$ cat config.mk
export PLATFORM = sky130hd
export DESIGN_NAME = exc_req_ctl
export DESIGN_NICKNAME = d
export VERILOG_FILES = /design/src/rtl/exc_req_pkg.sv /design/src/rtl/exc_sync.sv /design/src/rtl/exc_warn_edge.sv /design/src/rtl/exc_prio_arb.sv /design/src/rtl/exc_req_ctl.sv
export SDC_FILE = /design/constraint.sdc
export NUM_CORES = 1
export LEC_CHECK = 0
export CORE_MARGIN = 2
export CORE_UTILIZATION = 30
export CTS_BUF_LIST = sky130_fd_sc_hd__clkbuf_4 sky130_fd_sc_hd__clkbuf_8 sky130_fd_sc_hd__clkbuf_16
export DETAILED_ROUTE_END_ITERATION = 10
export GPL_TIMING_DRIVEN = 0
export HOLD_SLACK_MARGIN = 0.02
export PLACE_DENSITY = 0.51
export RECOVER_POWER = 100
export SKIP_LAST_GASP = 1
export SLEW_MARGIN = 10
export SYNTH_ARGS = -nofsm -noshare
export SYNTH_HDL_FRONTEND = slang
export SYNTH_SLANG_ARGS = --single-unit
$ cat constraint.sdc
create_clock -name clk -period 1.2 [get_ports clk]
set_input_delay 0.36 -clock clk [delete_from_list [all_inputs] [get_ports clk]]
set_output_delay 0.36 -clock clk [all_outputs]
set_load 0.1 [all_outputs]
$ cat src/rtl/exc_req_pkg.sv
// Package: shared code-numbering helpers for the exception request controller.
// Assumes source code 0 is the warning, then traps, then interrupts.
package exc_req_pkg;

    // Code reserved for the non-maskable warning source.
    localparam int unsigned WARN_CODE = 0;

    // Code reported for trap line t.
    function automatic int unsigned trap_code(input int unsigned t);
        return 1 + t;
    endfunction

    // Code reported for interrupt line i, given the number of trap lines.
    function automatic int unsigned irq_code(input int unsigned i, input int unsigned ntrap);
        return 1 + ntrap + i;
    endfunction

endpackage

$ cat src/rtl/exc_sync.sv
// Module: multi-stage synchronizer for a vector of asynchronous levels.
// Assumes each bit is an independent level; no bus coherency is implied.
module exc_sync #(
    parameter int unsigned WIDTH     = 1,
    parameter int unsigned STAGES    = 2,
    parameter logic        RESET_VAL = 1'b0
) (
    input  logic             clk,
    input  logic             rst_n,
    input  logic [WIDTH-1:0] async_in,
    output logic [WIDTH-1:0] sync_out
);

    localparam logic [WIDTH-1:0] RST_VEC = {WIDTH{RESET_VAL}};

    for (genvar s = 0; s < STAGES; s++) begin : g_stage
        logic [WIDTH-1:0] q;
        if (s == 0) begin : g_first
            // First stage: capture the raw asynchronous input.
            always_ff @(posedge clk) begin
                if (!rst_n) q <= RST_VEC;
                else        q <= async_in;
            end
        end else begin : g_next
            // Later stages: pass the value along the chain.
            always_ff @(posedge clk) begin
                if (!rst_n) q <= RST_VEC;
                else        q <= g_stage[s-1].q;
            end
        end
    end

    assign sync_out = g_stage[STAGES-1].q;

endmodule

$ cat src/rtl/exc_warn_edge.sv
// Module: falling-edge catcher for the synchronized warning line.
// An edge is accepted only after the line was high for HOLD consecutive
// cycles; the captured request is held until the clear input is asserted.
// Assumes warn_lvl is already synchronized (1 = line high).
module exc_warn_edge #(
    parameter int unsigned HOLD = 4
) (
    input  logic clk,
    input  logic rst_n,
    input  logic warn_lvl,
    input  logic clear,
    output logic pending
);

    localparam int unsigned CNTW = $clog2(HOLD + 1);

    logic            prev_q;
    logic [CNTW-1:0] high_cnt_q;
    logic            fall_ok;

    // Qualified falling edge: high before, low now, and high long enough.
    assign fall_ok = prev_q && !warn_lvl && (high_cnt_q >= CNTW'(HOLD));

    // Track the previous level and count consecutive high cycles.
    always_ff @(posedge clk) begin
        if (!rst_n) begin
            prev_q     <= 1'b1;
            high_cnt_q <= '0;
        end else begin
            prev_q <= warn_lvl;
            if (!warn_lvl)
                high_cnt_q <= '0;
            else if (high_cnt_q < CNTW'(HOLD))
                high_cnt_q <= high_cnt_q + 1'b1;
        end
    end

    // Hold the warning request; a new edge wins over a clear in the same cycle.
    always_ff @(posedge clk) begin
        if (!rst_n)       pending <= 1'b0;
        else if (fall_ok) pending <= 1'b1;
        else if (clear)   pending <= 1'b0;
    end

endmodule

$ cat src/rtl/exc_prio_arb.sv
// Module: combinational priority selection across warning, traps and
// interrupts. Priority: warning, trap 0..NT-1, interrupt 0..NI-1.
// Assumes all request inputs are synchronous to the clock.
module exc_prio_arb
    import exc_req_pkg::*;
#(
    parameter int unsigned NUM_IRQ  = 4,
    parameter int unsigned NUM_TRAP = 2,
    parameter int unsigned CW       = 3,
    parameter int unsigned MW       = 2
) (
    input  logic                warn_pend,
    input  logic [NUM_TRAP-1:0] trap_lvl,
    input  logic                trap_disable,
    input  logic [NUM_IRQ-1:0]  irq_lvl,
    input  logic [MW-1:0]       mask_level,
    output logic                any_req,
    output logic [CW-1:0]       win_code,
    output logic                win_skip
);

    logic [NUM_IRQ-1:0] irq_en;

    // A line is enabled when its index does not exceed the mask level.
    for (genvar g = 0; g < NUM_IRQ; g++) begin : g_irq_en
        assign irq_en[g] = (mask_level >= MW'(g));
    end

    // Scan from lowest to highest priority so the highest one is kept.
    always_comb begin
        any_req  = 1'b0;
        win_code = '0;
        win_skip = 1'b0;
        for (int i = NUM_IRQ - 1; i >= 0; i--) begin
            if (irq_lvl[i] && irq_en[i]) begin
                any_req  = 1'b1;
                win_code = CW'(irq_code(i, NUM_TRAP));
            end
        end
        for (int t = NUM_TRAP - 1; t >= 0; t--) begin
            if (trap_lvl[t] && !trap_disable) begin
                any_req  = 1'b1;
                win_code = CW'(trap_code(t));
            end
        end
        if (warn_pend) begin
            any_req  = 1'b1;
            win_code = CW'(WARN_CODE);
            win_skip = 1'b1;
        end
    end

endmodule

$ cat src/rtl/exc_req_ctl.sv
// Module: top of the prioritized exception request controller.
// Synchronizes interrupt, trap and warning inputs, selects one winner and
// presents it in a registered request that the core's acknowledge drops.
// Assumes mask_level_i, trap_disable_i and ack_i are synchronous to clk.
module exc_req_ctl
    import exc_req_pkg::*;
#(
    parameter int unsigned NUM_IRQ     = 4,
    parameter int unsigned NUM_TRAP    = 2,
    parameter int unsigned SYNC_STAGES = 2,
    parameter int unsigned WARN_HOLD   = 4,
    localparam int unsigned NUM_SRC    = 1 + NUM_TRAP + NUM_IRQ,
    localparam int unsigned CW         = $clog2(NUM_SRC),
    localparam int unsigned MW         = (NUM_IRQ > 1) ? $clog2(NUM_IRQ) : 1
) (
    input  logic                clk,
    input  logic                rst_n,
    input  logic [NUM_IRQ-1:0]  irq_req_i,
    input  logic [NUM_TRAP-1:0] trap_req_i,
    input  logic                warn_n_i,
    input  logic [MW-1:0]       mask_level_i,
    input  logic                trap_disable_i,
    input  logic                ack_i,
    output logic                exc_req_o,
    output logic [CW-1:0]       exc_code_o,
    output logic                exc_skip_vec_o
);

    logic [NUM_IRQ-1:0]  irq_sync;
    logic [NUM_TRAP-1:0] trap_sync;
    logic                warn_sync;
    logic                warn_pend;
    logic                warn_clear;
    logic                any_req;
    logic [CW-1:0]       win_code;
    logic                win_skip;

    exc_sync #(.WIDTH(NUM_IRQ), .STAGES(SYNC_STAGES), .RESET_VAL(1'b0)) u_irq_sync (
        .clk      (clk),
        .rst_n    (rst_n),
        .async_in (irq_req_i),
        .sync_out (irq_sync)
    );

    exc_sync #(.WIDTH(NUM_TRAP), .STAGES(SYNC_STAGES), .RESET_VAL(1'b0)) u_trap_sync (
        .clk      (clk),
        .rst_n    (rst_n),
        .async_in (trap_req_i),
        .sync_out (trap_sync)
    );

    exc_sync #(.WIDTH(1), .STAGES(SYNC_STAGES), .RESET_VAL(1'b1)) u_warn_sync (
        .clk      (clk),
        .rst_n    (rst_n),
        .async_in (warn_n_i),
        .sync_out (warn_sync)
    );

    // The warning is released only when the core acknowledges it as presented.
    assign warn_clear = ack_i && exc_req_o && exc_skip_vec_o;

    exc_warn_edge #(.HOLD(WARN_HOLD)) u_warn_edge (
        .clk      (clk),
        .rst_n    (rst_n),
        .warn_lvl (warn_sync),
        .clear    (warn_clear),
        .pending  (warn_pend)
    );

    exc_prio_arb #(
        .NUM_IRQ  (NUM_IRQ),
        .NUM_TRAP (NUM_TRAP),
        .CW       (CW),
        .MW       (MW)
    ) u_arb (
        .warn_pend    (warn_pend),
        .trap_lvl     (trap_sync),
        .trap_disable (trap_disable_i),
        .irq_lvl      (irq_sync),
        .mask_level   (mask_level_i),
        .any_req      (any_req),
        .win_code     (win_code),
        .win_skip     (win_skip)
    );

    // Output register: drop on acknowledge, otherwise follow the winner.
    always_ff @(posedge clk) begin
        if (!rst_n) begin
            exc_req_o      <= 1'b0;
            exc_code_o     <= '0;
            exc_skip_vec_o <= 1'b0;
        end else if (ack_i) begin
            exc_req_o      <= 1'b0;
            exc_skip_vec_o <= 1'b0;
        end else begin
            exc_req_o      <= any_req;
            exc_code_o     <= win_code;
            exc_skip_vec_o <= win_skip;
        end
    end

endmodule

======== Word-level counts from Yosys, hierarchy flattened ========
Index checks and enable logic that the tools add are counted.
storage, ports and cells
  flip-flop bits (word level) ............. 24
  input bits .............................. 13
cells by class
  add/subtract/negate cells ............... 1
  $lt $le $gt $ge ......................... 6
  mux-type cells .......................... 17
  bitwise operators ....................... 1
  reductions and logical operators ........ 15
operators by type and width
  cell                   count
  $mux W3                7
  $logic_and A1 B1 Y1    10
  $mux W1                10
  $ge A2 B1 Y1 const B   2
  $ge A2 B2 Y1 const B   2
  $add A3 B1 Y3 const B  1
  $ge A3 B3 Y1 const B   1
  $lt A3 B3 Y1 const B   1
  $logic_not A1 Y1       2
  $reduce_and A2 Y1      1
  $reduce_bool A2 Y1     1
  $reduce_or A2 Y1       1
  $not A1 Y1             1

======== Longest topological paths before layout ========
Gate-level depths: netlist of the first run.
  word-level depth ........................ 9
  depth in mapped cells ................... 3
  gate-level depth less buffers ........... 3

======== By module ========
From an unflattened synthesis of the first run, not the netlist that was laid out.
second synthesis, totals
  cells, all modules ...................... 78
  area total of the unflattened synthesis .. 839.6 sq um
modules (own cells, without submodules)
  module                   instances  cells an instance  area an instance (sq um)  sequential area each (sq um)
  exc_sync at u_irq_sync   1          16                 210.2                     160.2
  exc_req_ctl              1          15                 186.4                     100.1
  exc_warn_edge            1          17                 176.4                     100.1
  exc_prio_arb             1          18                 108.9                     0.0
  exc_sync at u_trap_sync  1          8                  105.1                     80.1
  exc_sync at u_warn_sync  1          4                  52.6                      40.0

======== Worst setup path before layout of the first run ========
No wires, ideal clock.
  path kind ............................... register to register
  start point ............................. register exc_skip_vec_o
  end point ............................... register u_warn_edge.pending
  arrival ................................. 1.297 ns
  data required time ...................... 1.082 ns
  path slack .............................. -0.215 ns
  cell stages (with the launch flop) ...... 4
  buffers on the path ..................... 0
  clock period less this slack ............ 1.415 ns
  path through ............................ dfxtp_1 > nand3_1 > a32oi_1 > nor2b_1
between the ends
  cells in the longest elaborated chain, start to end .. 2
ends and longest elaborated chain
  element                              RTL line             text
  start: declaration                   exc_req_ctl.sv:26    output logic exc_skip_vec_o
  start signal: assignment             exc_req_ctl.sv:98    exc_skip_vec_o <= win_skip;
  $logic_and A1 B1 Y1                  exc_req_ctl.sv:60    assign warn_clear = ack_i && exc_req_o && exc_skip_vec_o;
  $reduce_bool A2 Y1 (no source line)  -
  end signal: assignment               exc_warn_edge.sv:40  if (!rst_n) pending <= 1'b0;
  end signal: assignment               exc_warn_edge.sv:41  else if (fall_ok) pending <= 1'b1;
  end signal: assignment               exc_warn_edge.sv:42  else if (clear) pending <= 1'b0;
  end: declaration                     exc_warn_edge.sv:12  output logic pending
Every way passes these cells.
A chain may end at the register's enable or synchronous reset.

======== Worst setup path in the final report of the first run ========
  start point ............................. register exc_code_o[1]
  end point ............................... output port exc_code_o[1]
RTL lines
  element                   RTL line           text
  start: declaration        exc_req_ctl.sv:25  output logic [CW-1:0] exc_code_o,
  start signal: assignment  exc_req_ctl.sv:97  exc_code_o <= win_code;
No word-level cell between the ends.

==> flow_summary.yaml, run 1 <==
critical_path:
  critical_path_required_ns: 0.84
  critical_path.n_buffers_inverters: 1
  reg2regPathDepth: 3
  critical-path-slowest-cell: "dfxtp_2"
  cp-end-kind: "output pin"
  timing.rr.start: "u_irq_sync.sync_out[1]"
  setup.worst_path.start_class: "flip-flop"
  critPathMaxFanout: 2
  timing.critical_path.cells: "buf_12"
  critical_path_class: "flip-flop to output pin"
  timing.critical_path.max_delay_family: "flip-flops"
  critical_path.reg2reg.endpoint: "exc_code_o[1]"
  setup.worst_path.start: "exc_code_o[1]"
  slowest_delay_ns: 0.38
  worst_ep_arrival_time_ns: 0.86
  timing.reg2reg.setup_slack_ns: 0.08
synth:
  synth_fp_nets: 91
  yosysTopAreaCell: "dfxtp_1"
  synth_enable_flop_cells: 0
  post_synth_arst_share_pct: 0
  ys_top_cells_by_area: "dfxtp_1 (58%), and2_1 (9.1%), nor2_1 (2.7%)"
  synthDominantCellAreaShare_pct: 58.4
  cell_variety_after_synth: 28
  ys_top_cells_by_count: "dfxtp_1 (24), and2_1 (12), nor2_1 (6)"
  synth-warning-count: 0
  synth.yosys.seq_area_share_pct: 58.4
  synth_most_common_cell: "dfxtp_1"
  postSynthCellCount: 77
  synth_top_flop_cell: "dfxtp_1"
  mappedNetlistArea_um2: 822
  ys_seq_elements: 24
  post_synthesis_average_cell_area_um2: 10.7
sta:
  fin_crit_sh_pct: 102
  timing.slew.headroom_pct: 83.6
  timing_worst_slew_pin_value_ns: 0.243
  achievable-frequency_ghz: 0.821
  finalSetupViolCount: 5
  fin_worst_skew_ns: 0.00249
  final_max_slew_viol_count: 0
  finalCriticalPeriod_ns: 1.22
  timing.final.hold_violations: 0
  rsz0062_at_grt: "yes"
  final.setup.worst_slack_ns: -0.0186
clock_tree:
  clock_tree_from_tritoncts: "yes"
  clk_root_buffer_cell: "clkbuf_4"
  cts.hold.buffers_added: 0
  cts-buffers-inserted: 3
  cts_max_level: 1
  path_clk_slew_ns: 0.12
  clock_latency_ns: 0.30
  cts.sink_count: 24
  cts_buffer_depth: 2
finish:
  fin_cells: 129
  design.final.nets: 114
  fill_cells: 258
  post_layout_utilization_of_the_core_pct: 44.8
  final_layout_size_suffix_gt1_share_pct: 21.2
  area_growth_syn_to_layout_pct: 38.8
  antenna_cells_inserted: 0
min_path:
  min_from: "ack_i"
  worst_hold_path_type: "primary input to flip-flop"
  min_delay_worst_endpoint: "exc_code_o[2]"
  hold_depth: 3
detailed_routing:
  wl_um: 1360
  ant_nets: 0
  via_per_inst: 4.34
  post-route-drc-count: 0
  vias: 560
  drt_first_iter_violations: 8
  drt-wirelength-per-cell_um: 10.5
  detailedRoute.firstPassIterationCount: 6
grt:
  global_route_wire_length_before_repair_um: 2170
  gr-usage-met1_pct: 12.6
  gr-total-overflow: 0
  globalRouteMet2Util_pct: 12.3
  first_global_vias: 464
  grt_max_degree: 14
  grt_util_met3_pct: 2.30
  initial_antenna_violation_count: 0
  combined_global_route_utilization_of_all_metal_layers_pct: 8.98
  grt_busiest_layer: "met1"
status:
  violations: "setup timing"
  outcome: "finished, violations left"
place:
  dp_slack_ns: -0.598
  gpl.final_weighted_congestion: 0.689
  place.port_buffers: 17
  placed_cells: 124
die:
  overall_die_width_um: 56.3
  die-area_um2: 3170
  floorplan.die.height_um: 56.3
  initial_core_util_pct: 32.3
  fp-row-count: 18
  top_level_ports: 18
  floorplan.core_area_um2: 2540
power_and_ir_drop:
  max-vdd-ir-drop_mv: 0.640
  power_leakage_uw: 0.000481
  power.density_cell_area_nw_per_um2: 1280
job:
  max-cap-violations: 0
-- cell type report --
type / instances / area (um2) / area share, %
well taps: 30 / 37.5 / 3.29
inverters: 3 / 11.3 / 0.987
repair buffers: 18 / 231 / 20.3
plain buffers: 2 / 10.0 / 0.877
clock buffers: 4 / 36.3 / 3.18
multi-input cells: 48 / 328 / 28.7
flip-flops and latches: 24 / 487 / 42.7
-- sequential cells by signal (all words and copies together) (netlist names), 2 cells and up --
signal	count
u_warn_edge.high_cnt_q	3
u_irq_sync.g_stage.q	4
u_irq_sync.sync_out	4
u_trap_sync.sync_out	2
exc_code_o	3
u_trap_sync.g_stage.q	2
-- worst max-delay path by stage --
stage,slack [ns],depth (start not counted),end
2_1_floorplan,0.11,3,u_warn_edge.pending
3_3_place_gp,-0.60,1,exc_code_o[1]
3_5_place_dp,-0.60,1,exc_code_o[1]
4_1_cts,-0.04,1,exc_code_o[1]
5_1_grt,-0.08,1,exc_code_o[1]
6_report,-0.02,1,exc_code_o[1]
-- layout by cell type (no fill, tap or decap), types with 2 or more instances in the layout --
cell / count
a31oi_1: 2
and2_0: 4
and2_1: 9
buf_12: 5
clkbuf_2: 2
clkbuf_4: 3
clkdlybuf4s50_1: 8
dfxtp_1: 19
dfxtp_2: 5
dlymetal6s2s_1: 2
inv_1: 3
nand2_1: 3
nand2b_1: 3
nand3_1: 3
nor2_1: 6
nor2b_1: 2
-- metrics by stage --
step                total power [uW]  TNS, ns  hold slack (ns)  area, um2
global route                    1540   -0.417            0.432       1140
floorplan                        981        0            0.386        828
finish                          1460  -0.0445            0.418       1140
detailed placement              1050    -8.60            0.391       1040
global placement                1050    -8.44            0.391       1040
CTS                             1490   -0.135            0.422       1130
-- worst min-delay path, cell delays in order --
cell and delay [ns]:
dlymetal6s2s_1 0.19, nand3_1 0.09, o31ai_1 0.06
-- where the power goes --
part           total, uW  internal (uW)  switching (uW)  leakage, uW
Clock                405            185             220    0.0000210
Combinational        190           95.2            94.7     0.000260
Sequential           860            838            22.5     0.000200
Total               1460           1120             338     0.000481
-- layer usage --
layer | routed length, um | vias to the layer above
li1 | - | 306
met1 | 644 | 237
met2 | 615 | 15
met3 | 80 | 2
met4 | 15 | 0
met5 | 0 | -
-- kinds of logic (layout without fill, tap and decap cells) --
family | Yosys count | after routing | synth area share (%)
multiplexers | 1 | 1 | 1.22
flip-flops | 24 | 24 | 58.4
XOR/XNOR | 1 | 1 | 1.07
adder cells (fa/ha/maj) | 1 | 1 | 1.52
buffers and inverters | 5 | 27 | 2.43
AND/OR/NAND/NOR | 33 | 33 | 23.9
AO/OA/AOI/OAI | 12 | 12 | 11.4
-- what timing repair did --
| action | 4_1_cts | 5_1_grt |
|---|---|---|
| setup endpoints to repair | 8 | 8 |
| gates resized for setup | 48 | 5 |
| buffers inserted | 1 | 0 |
| endpoints found under the hold margin | 0 | 0 |
Note: power is estimated with default switching activity, not from simulation.
==> run 2, diff against run 1 <==
CORE_UTILIZATION = 45   (was 30)
PLACE_DENSITY = 0.71   (was 0.51)
==> flow_summary.yaml, run 2 (synthesis gave the netlist of run 1 again) <==
status:
  outcome: "finished, violations left"
  violations: "setup timing"
critical_path:
  worst_ep_arrival_time_ns: 0.86
  critical_path_required_ns: 0.84
  critical_path_class: "flip-flop to output pin"
  critical_path.n_buffers_inverters: 1
  setup.worst_path.start_class: "flip-flop"
  critical-path-slowest-cell: "dfxtp_2"
  slowest_delay_ns: 0.38
  cp-end-kind: "output pin"
  timing.critical_path.cells: "buf_12"
  timing.critical_path.max_delay_family: "flip-flops"
  critPathMaxFanout: 2
finish:
  antenna_cells_inserted: 0
  final_common_cell: "dfxtp_1"
  final_layout_size_suffix_gt1_share_pct: 20.4
  post-route-cell-area_um2: 1120
  design.final.nets: 113
  layout_common_cells: "dfxtp_1 (19), and2_1 (12), clkdlybuf4s50_1 (8)"
  area_growth_syn_to_layout_pct: 36.8
sta:
  achievable-frequency_ghz: 0.820
  timing.slew.headroom_pct: 79.9
  fin_worst_skew_ns: 0.00123
  holdWs_ns: 0.424
  finalCriticalPeriod_ns: 1.22
  finalSetupViolCount: 5
  fin_crit_sh_pct: 102
  rsz0062_at_grt: "yes"
  timing_worst_slew_pin_value_ns: 0.298
  final_max_slew_viol_count: 0
  timing.final.hold_violations: 0
  setup_tns_ns: -0.0657
  final.setup.worst_slack_ns: -0.0199
clock_tree:
  cts_max_level: 1
  cts-buffers-inserted: 3
  path_clk_slew_ns: 0.12
  cts.sink_count: 24
  cts.hold.buffers_added: 0
  cts_buffer_depth: 2
  clk_root_buffer_cell: "clkbuf_4"
  post_cts.repair.setup_buffers: 0
  clock_latency_ns: 0.31
  clock_tree_from_tritoncts: "yes"
detailed_routing:
  wl_um: 1330
  detailedRoute.firstPassIterationCount: 4
  post-route-drc-count: 0
  ant_nets: 0
  drt_first_iter_violations: 7
  drt-wirelength-per-cell_um: 10.8
  via_per_inst: 4.72
  vias: 581
die:
  die-area_um2: 2180
  fp-row-count: 15
  overall_die_width_um: 46.7
  floorplan.die.height_um: 46.7
  floorplan.core_area_um2: 1730
  top_level_ports: 18
  initial_core_util_pct: 47.6
grt:
  grt_busiest_layer: "met2"
  first_global_vias: 558
  gr-usage-met1_pct: 16.5
  global_route_wire_length_before_repair_um: 2240
  globalRouteMet2Util_pct: 23.9
  grt_max_degree: 14
  grt_util_met3_pct: 5.00
  initial_antenna_violation_count: 0
  combined_global_route_utilization_of_all_metal_layers_pct: 15.3
  gr-total-overflow: 0
job:
  max-cap-violations: 0
place:
  hpwlAfterDp_um: 989
  place.port_buffers: 17
  gpl.final_weighted_congestion: 0.836
  post_place_instance_area_um2: 1030
power_and_ir_drop:
  power_leakage_uw: 0.000475
  max-vdd-ir-drop_mv: 0.835
  power.density_cell_area_nw_per_um2: 1300
min_path:
  worst_hold_path_type: "flip-flop to flip-flop"
[run 2: where the power goes]
part	internal, uW	leakage [uW]	switching (uW)
Sequential	838	0.000200	22.7
Combinational	95.2	0.000254	95.4
Clock	185	0.0000210	227
Total	1120	0.000475	345
[run 2: path summary, 6_finish.rpt]
kind / endpoint / slack, ns / from / cells after the start
setup / recovery: exc_code_o[1] / -0.02 / exc_code_o[1] / 1
hold / removal: u_warn_sync.sync_out / 0.42 / u_warn_sync.g_stage[0].q / 1
setup reg to reg: exc_code_o[1] / 0.10 / u_irq_sync.sync_out[2] / 3
hold reg to reg: u_warn_sync.sync_out / 0.42 / u_warn_sync.g_stage[0].q / 1
[run 2: area by class of cell]
cell class / instances / area (um2)
multi-input combinational: 48 / 329
tap: 25 / 31.3
timing repair buffer: 17 / 220
fill: 141 / 602
sequential: 24 / 487
clock buffer: 4 / 36.3
buffer: 2 / 10.0
inverter: 3 / 11.3
[run 2: timing repair]
action / 4_1_cts / 5_1_grt
gates resized for setup: 50 / 1
setup endpoints to repair: 7 / 6
gates cloned: 0 / 0
[run 2: layer usage]
layer  wire, um  vias up  share of wire [%]
met5          0        -                  0
met4         38        0                2.9
met3         52        4                3.9
met2        673       17                 51
met1        566      259                 43
li1           -      301                  -
[run 2: through the flow]
stage / power, uW / worst slack, ns / util (%) / cells
floorplan: 981 / 0.109 / - / 77
global placement: 1050 / -0.596 / 59.6 / 119
detailed placement: 1050 / -0.596 / 59.6 / 119
CTS: 1480 / -0.0365 / 65.0 / 123
global route: 1530 / -0.0574 / 65.1 / 123
finish: 1460 / -0.0199 / 65.1 / 123
==> run 3, diff against run 2 <==
ABC_AREA = 1   (was default)
clock period = 1.47 ns   (was 1.2 ns; I/O delays follow)
==> flow_summary.yaml, run 3 <==
synth:
  post_synth_mux_area_share_pct: 1.19
  post_synthesis_average_cell_area_um2: 8.23
  ys_seq_elements: 24
  yosys.area_share.simple_pct: 21.5
  synth-compound-area-share_pct: 6.71
  synth_enable_flop_cells: 0
  synth_fp_nets: 116
  synth_fa_ha_area_share_pct: 1.49
  synth.yosys.seq_area_share_pct: 57.2
  synthDominantCellAreaShare_pct: 57.2
  post_synth_arst_share_pct: 0
  largest_family_of_logic_cells_by_synthesized_area: "simple AND/OR/NAND/NOR gates"
  synth_most_common_cell: "nand2_1"
  synth-warning-count: 0
  ys_top_cells_by_count: "nand2_1 (27), dfxtp_1 (24), inv_1 (20)"
  yosysTopAreaCell: "dfxtp_1"
  cell_variety_after_synth: 17
  synth-xor-area-share_pct: 1.04
  postSynthCellCount: 102
  synth_top_flop_cell: "dfxtp_1"
  ys_top_cells_by_area: "dfxtp_1 (57%), nand2_1 (12%), inv_1 (8.9%)"
  mappedNetlistArea_um2: 840
clock_tree:
  cts-buffers-inserted: 3
  post_cts.repair.setup_buffers: 0
  clock_latency_ns: 0.30
  clock_tree_from_tritoncts: "yes"
  clk_root_buffer_cell: "clkbuf_4"
  cts_resized: 29
  cts_max_level: 1
  cts_buffer_depth: 2
  cts.hold.buffers_added: 0
  cts.sink_count: 24
  path_clk_slew_ns: 0.12
detailed_routing:
  detailedRoute.firstPassIterationCount: 3
  post-route-drc-count: 0
  drt_first_iter_violations: 5
  via_per_inst: 4.27
  wl_um: 1190
  vias: 624
  drt-wirelength-per-cell_um: 8.18
  ant_nets: 0
power_and_ir_drop:
  max-vdd-ir-drop_mv: 0.622
  power.density_cell_area_nw_per_um2: 1080
  power_switching_share_pct: 24.3
  power_leakage_uw: 0.000530
  share_of_total_power_in_sequential_cells_pct: 63.2
  combinational_group_share_of_total_power_pct: 13.2
  internal_power_uw: 836
  netSwitchingPower_uw: 269
  clkPwrFrac_pct: 23.7
die:
  die-area_um2: 2230
  floorplan.core_area_um2: 1750
  top_level_ports: 18
  floorplan.die.height_um: 47.2
  overall_die_width_um: 47.2
  fp-row-count: 15
  initial_core_util_pct: 48.1
critical_path:
  critical_path.n_buffers_inverters: 1
  critical_path_class: "flip-flop to output pin"
  cp-end-kind: "output pin"
  critical_path_required_ns: 1.03
  timing.critical_path.max_delay_family: "flip-flops"
  timing.critical_path.cells: "clkbuf_4"
  slowest_delay_ns: 0.35
  setup.worst_path.start_class: "flip-flop"
  worst_ep_arrival_time_ns: 0.97
  critical-path-slowest-cell: "dfxtp_1"
  critPathMaxFanout: 2
job:
  max-cap-violations: 0
grt:
  grt_max_degree: 13
  gr-total-overflow: 0
  initial_antenna_violation_count: 0
  first_global_vias: 518
  global_route_wire_length_before_repair_um: 1910
  combined_global_route_utilization_of_all_metal_layers_pct: 12.6
finish:
  final_common_cell: "nand2_1"
  area_growth_syn_to_layout_pct: 22.4
  antenna_cells_inserted: 0
  fill_cells: 181
  design.final.nets: 137
  layout_common_cells: "nand2_1 (27), dfxtp_1 (24), inv_1 (21)"
  final_layout_size_suffix_gt1_share_pct: 9.92
  multiInputGateArea_um2: 259
  final-seq-area_um2: 480
  post_layout_utilization_of_the_core_pct: 58.9
status:
  outcome: "complete, no violations"
min_path:
  worst_hold_path_type: "flip-flop to flip-flop"
sta:
  finalCriticalPeriod_ns: 1.41
  timing.slew.headroom_pct: 76.6
  timing_worst_slew_pin_value_ns: 0.351
  timing.final.hold_violations: 0
  finalSetupViolCount: 0
  holdWs_ns: 0.423
  final_max_slew_viol_count: 0
  achievable-frequency_ghz: 0.707
  fin_crit_sh_pct: 96.2
  fin_worst_skew_ns: 0.00888
  rsz0062_at_grt: "no"
place:
  gpl.final_weighted_congestion: 0.847
  place.port_buffers: 16
  hpwlAfterDp_um: 965
==> run 3: cell types whose count changed after synthesis, sizes merged, moves of 2 or more <==
cell	previous run	this run
inv	3	21
a21oi	1	6
o21ai	1	3
o41ai	2	0
nand2	3	27
nand2b	3	0
nand3	3	6
nor2b	3	0
a31oi	2	0
and2	13	0
or2	0	2
==> run 3: area by class of cell <==
cell class / count / area share (%)
multi-input combinational: 55 / 25.2
inverter: 21 / 7.67
tap: 25 / 3.05
buffer: 2 / 0.731
clock buffer: 3 / 2.19
timing repair buffer: 16 / 14.4
sequential: 24 / 46.8
==> run 3: logic make-up (layout without fill, tap and decap cells) <==
kind of cell    count (synthesis)  after routing
simple gates                   43             43
compound gates                  9              9
buf+inv                        23             42
xor+xnor                        1              1
mux                             1              1
fa+ha+maj                       1              1
flops                          24             24
==> run 3: path summary, 6_finish.rpt <==
check | slack, ns | cells past startpoint | to | start
min reg2reg | 0.42 | 2 | u_trap_sync.sync_out[1] | u_trap_sync.g_stage[0].q[1]
max reg2reg | 0.56 | 4 | exc_req_o | u_trap_sync.sync_out[1]
max | 0.06 | 1 | exc_code_o[0] | exc_code_o[0]
min | 0.42 | 2 | u_trap_sync.sync_out[1] | u_trap_sync.g_stage[0].q[1]
==> run 3: power by group through the flow <==
stage | combinational, uW | clock [uW] | sequential, uW
5_1_grt | 161 | 300 | 702
4_1_cts | 152 | 272 | 699
3_3_place_gp | 150 | 0 | 712
2_1_floorplan | 61.7 | 0 | 749
6_report | 146 | 261 | 698
3_5_place_dp | 155 | 0 | 714
==> run 3: worst min-delay path: stages, from the launching register on <==
cell     delay [ns]
dfxtp_1        0.31
nand2_1        0.05
inv_1          0.03
==> run 3: stage by stage <==
step                      total power (uW)  setup TNS (ns)  instances  instance area (um2)  worst slack (ns)
after floorplan                        810               0        102                  840             0.104
after global placement                 862           -2.09        143                 1030            -0.412
after detailed placement               869           -2.15        143                 1030            -0.415
after CTS                             1120         -0.0498        146                 1040           -0.0498
after global routing                  1160               0        146                 1030            0.0117
final                                 1110               0        146                 1030            0.0552
==> run 3: per-layer routing <==
metal	track usage, %	vias up	share of wire [%]
li1	-	341	-
met1	14.5	269	48
met2	20.3	12	46
met3	4.62	2	4.4
met4	6.67	0	1.3
met5	0	-	0
